File: config.mk
export PLATFORM = sky130hd
export DESIGN_NAME = bfv_top
export DESIGN_NICKNAME = d
export VERILOG_FILES = /design/src/rtl/bfv_pkg.sv /design/src/rtl/bfv_da_classify.sv /design/src/rtl/bfv_class_policy.sv /design/src/rtl/bfv_filter.sv /design/src/rtl/bfv_top.sv
export SDC_FILE = /design/constraint.sdc
export NUM_CORES = 1
export LEC_CHECK = 0
export CAP_MARGIN = 20
export CORE_AREA = 2 2 39 41
export CTS_BUF_LIST = sky130_fd_sc_hd__clkbuf_8
export DETAILED_ROUTE_END_ITERATION = 7
export DIE_AREA = 0 0 41 43
export PLACE_DENSITY = 0.6
export SLEW_MARGIN = 30
export SYNTH_ARGS = -nofsm -noshare
export SYNTH_HDL_FRONTEND = slang
export SYNTH_SLANG_ARGS = --single-unit
File: constraint.sdc
create_clock -name clk -period 2 [get_ports clk]
set_clock_uncertainty 0.1 [all_clocks]
set_input_delay 0.3 -clock clk [delete_from_list [all_inputs] [get_ports clk]]
set_output_delay 0.3 -clock clk [all_outputs]
set_load 0.01 [all_outputs]
File: src/rtl/bfv_pkg.sv
package bfv_pkg;

    localparam int CLS_W = 2;

    typedef enum logic [1:0] {
        CLS_MAC  = 2'b00,
        CLS_LLC  = 2'b01,
        CLS_RSVI = 2'b10,
        CLS_RSVF = 2'b11
    } frame_cls_e;

    typedef enum logic [1:0] {
        DA_INDIV,
        DA_GROUP,
        DA_BCAST,
        DA_FUNC
    } da_kind_e;

    typedef enum logic [1:0] {
        ACT_COPY,
        ACT_FLUSH,
        ACT_FILTER
    } action_e;

    typedef enum logic [1:0] {
        VER_NONE,
        VER_COPY,
        VER_FLUSH,
        VER_FWD
    } verdict_e;

    typedef enum logic {
        ST_IDLE,
        ST_ISSUE
    } fsm_state_e;

    typedef struct packed {
        logic tbo_en;
        logic pos_mode;
        logic drop_group;
        logic drop_bcast;
        logic drop_func;
        logic rsvi_en;
        logic rsvi_filt;
        logic rsvf_en;
        logic rsvf_filt;
    } policy_t;

endpackage

File: src/rtl/bfv_da_classify.sv
module bfv_da_classify
    import bfv_pkg::*;
(
    input  logic     bcast_i,
    input  logic     func_i,
    input  logic     group_i,
    output da_kind_e kind_o
);

    // Priority: broadcast, functional, group, individual.
    always_comb begin
        if (bcast_i)
            kind_o = DA_BCAST;
        else if (func_i)
            kind_o = DA_FUNC;
        else if (group_i)
            kind_o = DA_GROUP;
        else
            kind_o = DA_INDIV;
    end

endmodule

File: src/rtl/bfv_class_policy.sv
module bfv_class_policy
    import bfv_pkg::*;
#(
    parameter int CLS_WIDTH = CLS_W
) (
    input  logic [CLS_WIDTH-1:0] cls_i,
    input  logic                 rif_i,
    input  policy_t              pol_i,
    output action_e              act_o
);

    logic in_scope;
    logic cls_en;
    logic cls_filt;
    logic is_rsv;

    assign in_scope = !rif_i || pol_i.tbo_en;

    always_comb begin
        is_rsv   = 1'b0;
        cls_en   = 1'b1;
        cls_filt = 1'b1;
        unique case (frame_cls_e'(cls_i))
            CLS_MAC, CLS_LLC: begin
                is_rsv = 1'b0;
            end
            CLS_RSVI: begin
                is_rsv   = 1'b1;
                cls_en   = pol_i.rsvi_en;
                cls_filt = pol_i.rsvi_filt;
            end
            CLS_RSVF: begin
                is_rsv   = 1'b1;
                cls_en   = pol_i.rsvf_en;
                cls_filt = pol_i.rsvf_filt;
            end
            default: begin
                is_rsv = 1'b0;
            end
        endcase
    end

    always_comb begin
        if (!in_scope)
            act_o = ACT_COPY;
        else if (!is_rsv)
            act_o = ACT_FILTER;
        else if (!cls_en)
            act_o = ACT_FLUSH;
        else if (!cls_filt)
            act_o = ACT_COPY;
        else
            act_o = ACT_FILTER;
    end

endmodule

File: src/rtl/bfv_filter.sv
module bfv_filter
    import bfv_pkg::*;
(
    input  da_kind_e kind_i,
    input  logic     hit_i,
    input  policy_t  pol_i,
    output logic     pass_o
);

    logic discard;

    always_comb begin
        unique case (kind_i)
            DA_BCAST: discard = pol_i.drop_bcast;
            DA_FUNC:  discard = pol_i.drop_func;
            DA_GROUP: discard = pol_i.drop_group;
            DA_INDIV: discard = 1'b0;
            default:  discard = 1'b0;
        endcase
    end

    always_comb begin
        if (pol_i.pos_mode)
            pass_o = hit_i;
        else
            pass_o = !discard && !hit_i;
    end

endmodule

File: src/rtl/bfv_top.sv
module bfv_top
    import bfv_pkg::*;
#(
    parameter int CLS_WIDTH = CLS_W
) (
    input  logic                 clk,
    input  logic                 rst_n,
    input  logic                 frame_valid,
    input  logic [CLS_WIDTH-1:0] frame_class,
    input  logic                 has_rif,
    input  logic                 da_bcast,
    input  logic                 da_func,
    input  logic                 da_group,
    input  logic                 lookup_hit,
    input  logic                 tbo_en,
    input  logic                 pos_mode,
    input  logic                 drop_group,
    input  logic                 drop_bcast,
    input  logic                 drop_func,
    input  logic                 rsvi_en,
    input  logic                 rsvi_filt,
    input  logic                 rsvf_en,
    input  logic                 rsvf_filt,
    output logic                 copy_o,
    output logic                 flush_o,
    output logic                 fwd_o
);

    policy_t    pol;
    da_kind_e   kind;
    action_e    act;
    logic       pass;
    verdict_e   verdict_d;
    verdict_e   verdict_q;
    fsm_state_e state_q;
    fsm_state_e state_d;

    assign pol = '{tbo_en:     tbo_en,
                   pos_mode:   pos_mode,
                   drop_group: drop_group,
                   drop_bcast: drop_bcast,
                   drop_func:  drop_func,
                   rsvi_en:    rsvi_en,
                   rsvi_filt:  rsvi_filt,
                   rsvf_en:    rsvf_en,
                   rsvf_filt:  rsvf_filt};

    bfv_da_classify u_da (
        .bcast_i (da_bcast),
        .func_i  (da_func),
        .group_i (da_group),
        .kind_o  (kind)
    );

    bfv_class_policy #(.CLS_WIDTH(CLS_WIDTH)) u_policy (
        .cls_i (frame_class),
        .rif_i (has_rif),
        .pol_i (pol),
        .act_o (act)
    );

    bfv_filter u_filter (
        .kind_i (kind),
        .hit_i  (lookup_hit),
        .pol_i  (pol),
        .pass_o (pass)
    );

    always_comb begin
        unique case (act)
            ACT_COPY:   verdict_d = VER_COPY;
            ACT_FLUSH:  verdict_d = VER_FLUSH;
            ACT_FILTER: verdict_d = pass ? VER_FWD : VER_FLUSH;
            default:    verdict_d = VER_FLUSH;
        endcase
    end

    // Next-state logic.
    always_comb begin
        unique case (state_q)
            ST_IDLE:  state_d = frame_valid ? ST_ISSUE : ST_IDLE;
            ST_ISSUE: state_d = frame_valid ? ST_ISSUE : ST_IDLE;
            default:  state_d = ST_IDLE;
        endcase
    end

    // State register and latched verdict.
    always_ff @(posedge clk) begin
        if (!rst_n) begin
            state_q   <= ST_IDLE;
            verdict_q <= VER_NONE;
        end else begin
            state_q   <= state_d;
            verdict_q <= frame_valid ? verdict_d : VER_NONE;
        end
    end

    // Output decode.
    always_comb begin
        copy_o  = 1'b0;
        flush_o = 1'b0;
        fwd_o   = 1'b0;
        unique case (state_q)
            ST_IDLE: ;
            ST_ISSUE: begin
                copy_o  = (verdict_q == VER_COPY);
                flush_o = (verdict_q == VER_FLUSH);
                fwd_o   = (verdict_q == VER_FWD);
            end
            default: ;
        endcase
    end

    AST_ONE_VERDICT: assert property (@(posedge clk) disable iff (!rst_n)
        frame_valid |=> $countones({copy_o, flush_o, fwd_o}) == 1);
    AST_NO_SPURIOUS: assert property (@(posedge clk) disable iff (!rst_n)
        !frame_valid |=> !(copy_o || flush_o || fwd_o));
    AST_RSVI_OFF_FLUSH: assert property (@(posedge clk) disable iff (!rst_n)
        frame_valid && frame_class == CLS_RSVI && !has_rif && !rsvi_en |=> flush_o);
    AST_RSVF_OFF_FLUSH: assert property (@(posedge clk) disable iff (!rst_n)
        frame_valid && frame_class == CLS_RSVF && !has_rif && !rsvf_en |=> flush_o);
    AST_RIF_COPY: assert property (@(posedge clk) disable iff (!rst_n)
        frame_valid && has_rif && !tbo_en |=> copy_o);
    AST_POS_MISS_NO_FWD: assert property (@(posedge clk) disable iff (!rst_n)
        frame_valid && pos_mode && !lookup_hit |=> !fwd_o);
    AST_NEG_HIT_NO_FWD: assert property (@(posedge clk) disable iff (!rst_n)
        frame_valid && !pos_mode && lookup_hit |=> !fwd_o);

endmodule

Yosys cells after proc, flatten, opt, wreduce, memory -nomap -nowiden
Index checks and enable logic that the tools add are counted.
{"block": "op_classes", "eq_ne": 10, "reduce_logical": 11, "muxes": 18}
{"op": "2-bit equality test (second input constant)", "count": 7}
{"op": "2-bit two-way mux", "count": 6}
{"op": "1-bit two-way mux", "count": 7}
{"op": "2-bit by 1-bit equality test with 1-bit output (second input constant)", "count": 3}
{"op": "2-bit zero test", "count": 3}
{"op": "1-bit one-hot mux with 2 select lines", "count": 3}
{"op": "1-bit one-hot mux with 4 select lines", "count": 1}
{"op": "2-bit one-hot mux with 2 select lines", "count": 1}
{"op": "2-bit OR reduction", "count": 2}
{"op": "1-bit zero test", "count": 3}
{"op": "2-bit AND reduction", "count": 1}
{"op": "1-bit logical AND", "count": 1}
{"op": "1-bit logical OR", "count": 1}
{"block": "totals", "inputBits": 19, "regBits": 3}

Longest topological paths before layout
{"block": "logic_depth", "word_depth": 10, "depth_mapped": 3}

Modules after synthesis
From an unflattened synthesis, not the netlist that was laid out.
{"block": "hier_totals", "hier_cells": 28, "hier_area_um2": 232.7}
{"module": "bfv_top", "instances": 1, "cells_per_inst": 14, "area_each_um2": 115.1}
{"module": "bfv_filter", "instances": 1, "cells_per_inst": 5, "area_each_um2": 52.6}
{"module": "bfv_class_policy", "instances": 1, "cells_per_inst": 7, "area_each_um2": 48.8}
{"module": "bfv_da_classify", "instances": 1, "cells_per_inst": 2, "area_each_um2": 16.3}

Least setup slack after synthesis
No wires, ideal clock.
{"block": "synth_timing", "path_type": "input -> register", "from": "in tbo_en", "to": "reg verdict_q[0]", "n_path_buf": 0, "path_stages": 3, "slack_ns": 1.024, "setup_ns": 0.077, "t_arrival_ns": 0.800, "cell_sequence": "nand2b_1 -> a31o_1 -> a41oi_2"}
{"block": "synth_via", "elab_chain_cells": 4}
{"item": "start: declaration", "line_no": "bfv_top.sv:15", "source": "input logic tbo_en,"}
{"item": "1-bit logical OR (*)", "line_no": "bfv_class_policy.sv:17", "source": "assign in_scope = !rif_i || pol_i.tbo_en;"}
{"item": "2-bit two-way mux (*)", "line_no": "bfv_class_policy.sv:44", "source": "if (!in_scope)"}
{"item": "2-bit equality test / 2-bit zero test (equally long branches)", "line_no": "bfv_top.sv:70", "source": "unique case (act)"}
{"item": "2-bit one-hot mux with 2 select lines (*)", "line_no": "bfv_top.sv:70"}
{"item": "end signal: assignment", "line_no": "bfv_top.sv:94", "source": "verdict_q <= frame_valid ? verdict_d : VER_NONE;"}
{"item": "end: declaration", "line_no": "bfv_top.sv:34", "source": "verdict_e verdict_q;"}
Every way passes the cells marked *; elsewhere a longest branch is shown, timed or not.
A chain may end at the register's enable or synchronous reset.

Worst setup path in the final report
{"block": "layout_timing", "from": "reg verdict_q[0]", "to": "out fwd_o"}
{"block": "layout_via", "elab_chain_cells": 2}
{"item": "2-bit equality test", "line_no": "bfv_top.sv:108", "source": "fwd_o = (verdict_q == VER_FWD);"}
{"item": "1-bit two-way mux", "line_no": "bfv_top.sv:103", "source": "unique case (state_q)"}
{"item": "end: declaration", "line_no": "bfv_top.sv:26", "source": "output logic fwd_o"}
No other way between the ends.

==> implementation parameters <==
Parameter                              Value

Timing
  Slew at the pin closest to its max-slew limit ... about 190 ps
  Unrepaired setup endpoints after global routing ... no
  Slew Limit Fails ... 0
  Finish-stage setup viols ... 0
  Final period util ... approximately four fifths
  Final Hold Vio Count ... 0
  Minimum clock period ... about 1600 ps
  Worst slew margin relative to its limit ... 86.76%
  Sum of negative setup slack ... 0 ps
  Peak Freq ... just over 0.6 GHz
  Worst Slack Setup Final ... ~370 ps

Placed design
  Buffers on Ports ... 21
  Setup slack at placement ... about 470 ps
  Detailed placer's ending HPWL ... 448.5 um
  RePlAce Congestion ... ~0.7

Logic synthesis
  Main combinational cell family by area after synthesis ... simple AND/OR/NAND/NOR gates
  Most numerous cell types in the synthesized netlist ... nand2_1, dfxtp_1, mux2i_1, nor2_1
  Xor and xnor area share after synthesis ... 0%
  Adder-cell area share of the yosys netlist ... 0%
  Register bit total from synthesis ... 3
  Sequential area share after synthesis ... approximately a third
  Proportion of synthesized area in mux cells ... about a tenth
  Yosys top cell area share ... approximately a third
  Most area-hungry cell type in the Yosys netlist ... dfxtp_1
  Mean post-synth cell area ... between 8 and 9 um2
  Post-synthesis share of cell area spent on and, or, nand and nor gates ... between 30% and 40%
  Most frequent cell after synthesis ... nand2_1
  Number of instances in the synthesized netlist ... 22
  Total nets after synthesis ... roughly 40
  Total standard cell area after synthesis ... ~190 um2
  Cell types occupying the most area after synthesis ... dfxtp_1, mux2i_1, nand2_1
  Asr flop ratio synth ... 0%
  Synth Warn # ... 0
  Number of flops mapped to enable cells by yosys ... 0
  Synth unique cells ... 14
  Compound-gate portion of the synthesized area ... a little under a quarter
  Primary FF master, synth ... dfxtp_1

Setup path
  Startpoint kind of the worst setup timing path ... flip-flop
  Largest driver fanout on the critical path ... 3
  Critical Path RT ... ~1600 ps
  Critical path capture point type ... primary output
  Setup Crit Path Kind ... flip-flop to primary output
  Arrival time worst endpoint ... roughly 1200 ps

Layout
  Fraction of final layout cells with drive strength greater than 1 ... under 10%
  Final #Nets ... 67
  Synthesis-to-finish area growth ... 145.7%
  N_diodes ... 0
  Core utilization of the finished layout ... approximately 34%

GRT
  All-Layer GR Usage ... just under 8%
  Initial antenna violation count ... 0
  Global-route wire length before repair ... around 860 um
  Vias in the first global route ... about 260
  GR Overflow Total ... 0
  Pin count of the biggest net entering global routing ... 4

Power and ir drop
  Total Power ... roughly 0.00029 W
  Power Density ... around 630 mW/mm2
  Share of total power consumed by net switching ... about a fifth
  Sequential group share of total power ... about 23%
  Clock network fraction of design power ... 58.7%
  Net load switching power ... between 0.00005 and 0.00006 W
  Leakage power total ... slightly below 0.2 nW
  Combinational power share ... 18.7%
  Internal power ... approximately 0.00023 W
  Maximum resistive drop on vdd ... between 150 and 200 uV

Floorplanning
  Die Outline Area ... approximately 0.0018 mm2
  Die boundary width ... 41 um
  Initial core utilization ... 13.65%
  Area of the core ... between 0.001 and 0.0015 mm2
  Die height ... around 43 um
  Number of placed I/O pins ... 22
  Number of rows in the core area ... 14

Run status
  Result of the run ... completed

Clock network
  Clock sink count ... 3
  Max clock buf depth ... 2
  H-Tree Depth ... 1
  Cts bufs inserted ... 3
  Number of hold buffers added after CTS ... 0
  PostCTS Resize Cnt ... 0
  Clock edge transition at the registers on the reported setup and hold paths ... 30 ps
  Clock tree from TritonCTS ... yes
  Buffer type at the clock tree root ... clkbuf_8
  # Post-CTS Setup Buffers ... 0

Worst hold path
  Path type of the worst min-delay path ... input port to flip-flop

Detailed routing
  Total iterations of the first detailed-routing run ... 1
  Via density per instance ... between 4 and 5
  Final wirelength ... 554 um
  Final routed wire length divided by cell count ... slightly below 9 um
  Number of vias in the routed layout ... around 260
  Routed Antenna Nets ... 0
  DRC Markers ... 0
  DRC violation total after the first TritonRoute iteration ... 0

Job
  Maximum capacitance violations ... 0
final timing paths:
kind                                start                  to  depth (start not counted)
setup / recovery  verdict_q[0]$_SDFF_PN0_               fwd_o                          2
hold / removal                frame_valid  state_q$_SDFF_PN0_                          3
area by class of cell:
| type | count | area [um2] |
|---|---|---|
| Timing Repair Buffer | 21 | 210.2 |
| Sequential cell | 3 | 60.06 |
| Fill cell | 153 | 919.6 |
| Clock buffer | 3 | 41.29 |
| Multi-Input combinational cell | 18 | 125.1 |
| Clock inverter | 1 | 3.754 |
| Inverter | 1 | 3.754 |
| Tap cell | 16 | 20.02 |
power by group through the flow:
stage / Combinational (W) / Clock [W] / Sequential, W
3_5_place_dp: 0.0000547 / 0 / 0.0000667
2_1_floorplan: 0.0000144 / 0 / 0.0000662
5_1_grt: 0.0000584 / 0.000180 / 0.0000665
3_3_place_gp: 0.0000544 / 0 / 0.0000666
4_1_cts: 0.0000551 / 0.000176 / 0.0000658
6_report: 0.0000545 / 0.000171 / 0.0000658
registers in the layout (all words and copies together) (netlist names):
name / flops
state_q: 1
verdict_q: 2
routing by layer:
| layer | vias up | GRT usage (%) | wire length, um | part of all wire (%) |
|---|---|---|---|---|
| met1 | 107 | 5.788 | 173 | 31 |
| met5 | - | 0 | 0 | 0 |
| met3 | 4 | 5.759 | 86 | 16 |
| met4 | 0 | 9.333 | 27 | 4.9 |
| met2 | 17 | 10.94 | 266 | 48 |
| li1 | 131 | - | - | - |
critical path, stage by stage (launching register included):
cell	delay, ps
dfxtp_1	330
and3_1	150
clkdlybuf4s50_1	530
cell families after synthesis:
| family | count (synthesis) |
|---|---|
| and+or+nand+nor | 12 |
| AOI/OAI and AO/OA | 4 |
| DFF | 3 |
| muxes | 2 |
| buffers and inverters | 1 |
metrics by stage:
step | hold WS, ps | instance area [um2] | instances
floorplan | 328.8 | 188.9 | 22
global placement | 795.7 | 419.2 | 59
detailed placement | 798.7 | 419.2 | 59
CTS | 575.1 | 464.2 | 63
global route | 609.6 | 464.2 | 63
finish | 572.9 | 464.2 | 63
layout by cell type, fill, tap and decap left out:
cell type	netlist	layout
inv_1	1	2
a41oi_2	1	1
clkdlybuf4s50_1	0	21
nor2_1	2	2
clkbuf_8	0	3
nand2b_1	1	1
and3_1	1	1
mux2i_1	2	2
dfxtp_1	3	3
nand3_1	1	1
a31o_1	1	1
o211a_1	1	1
nand3b_1	1	1
a211oi_1	1	1
nand2_1	5	5
nand4bb_1	1	1
Note: power is estimated with default switching activity, not from simulation.
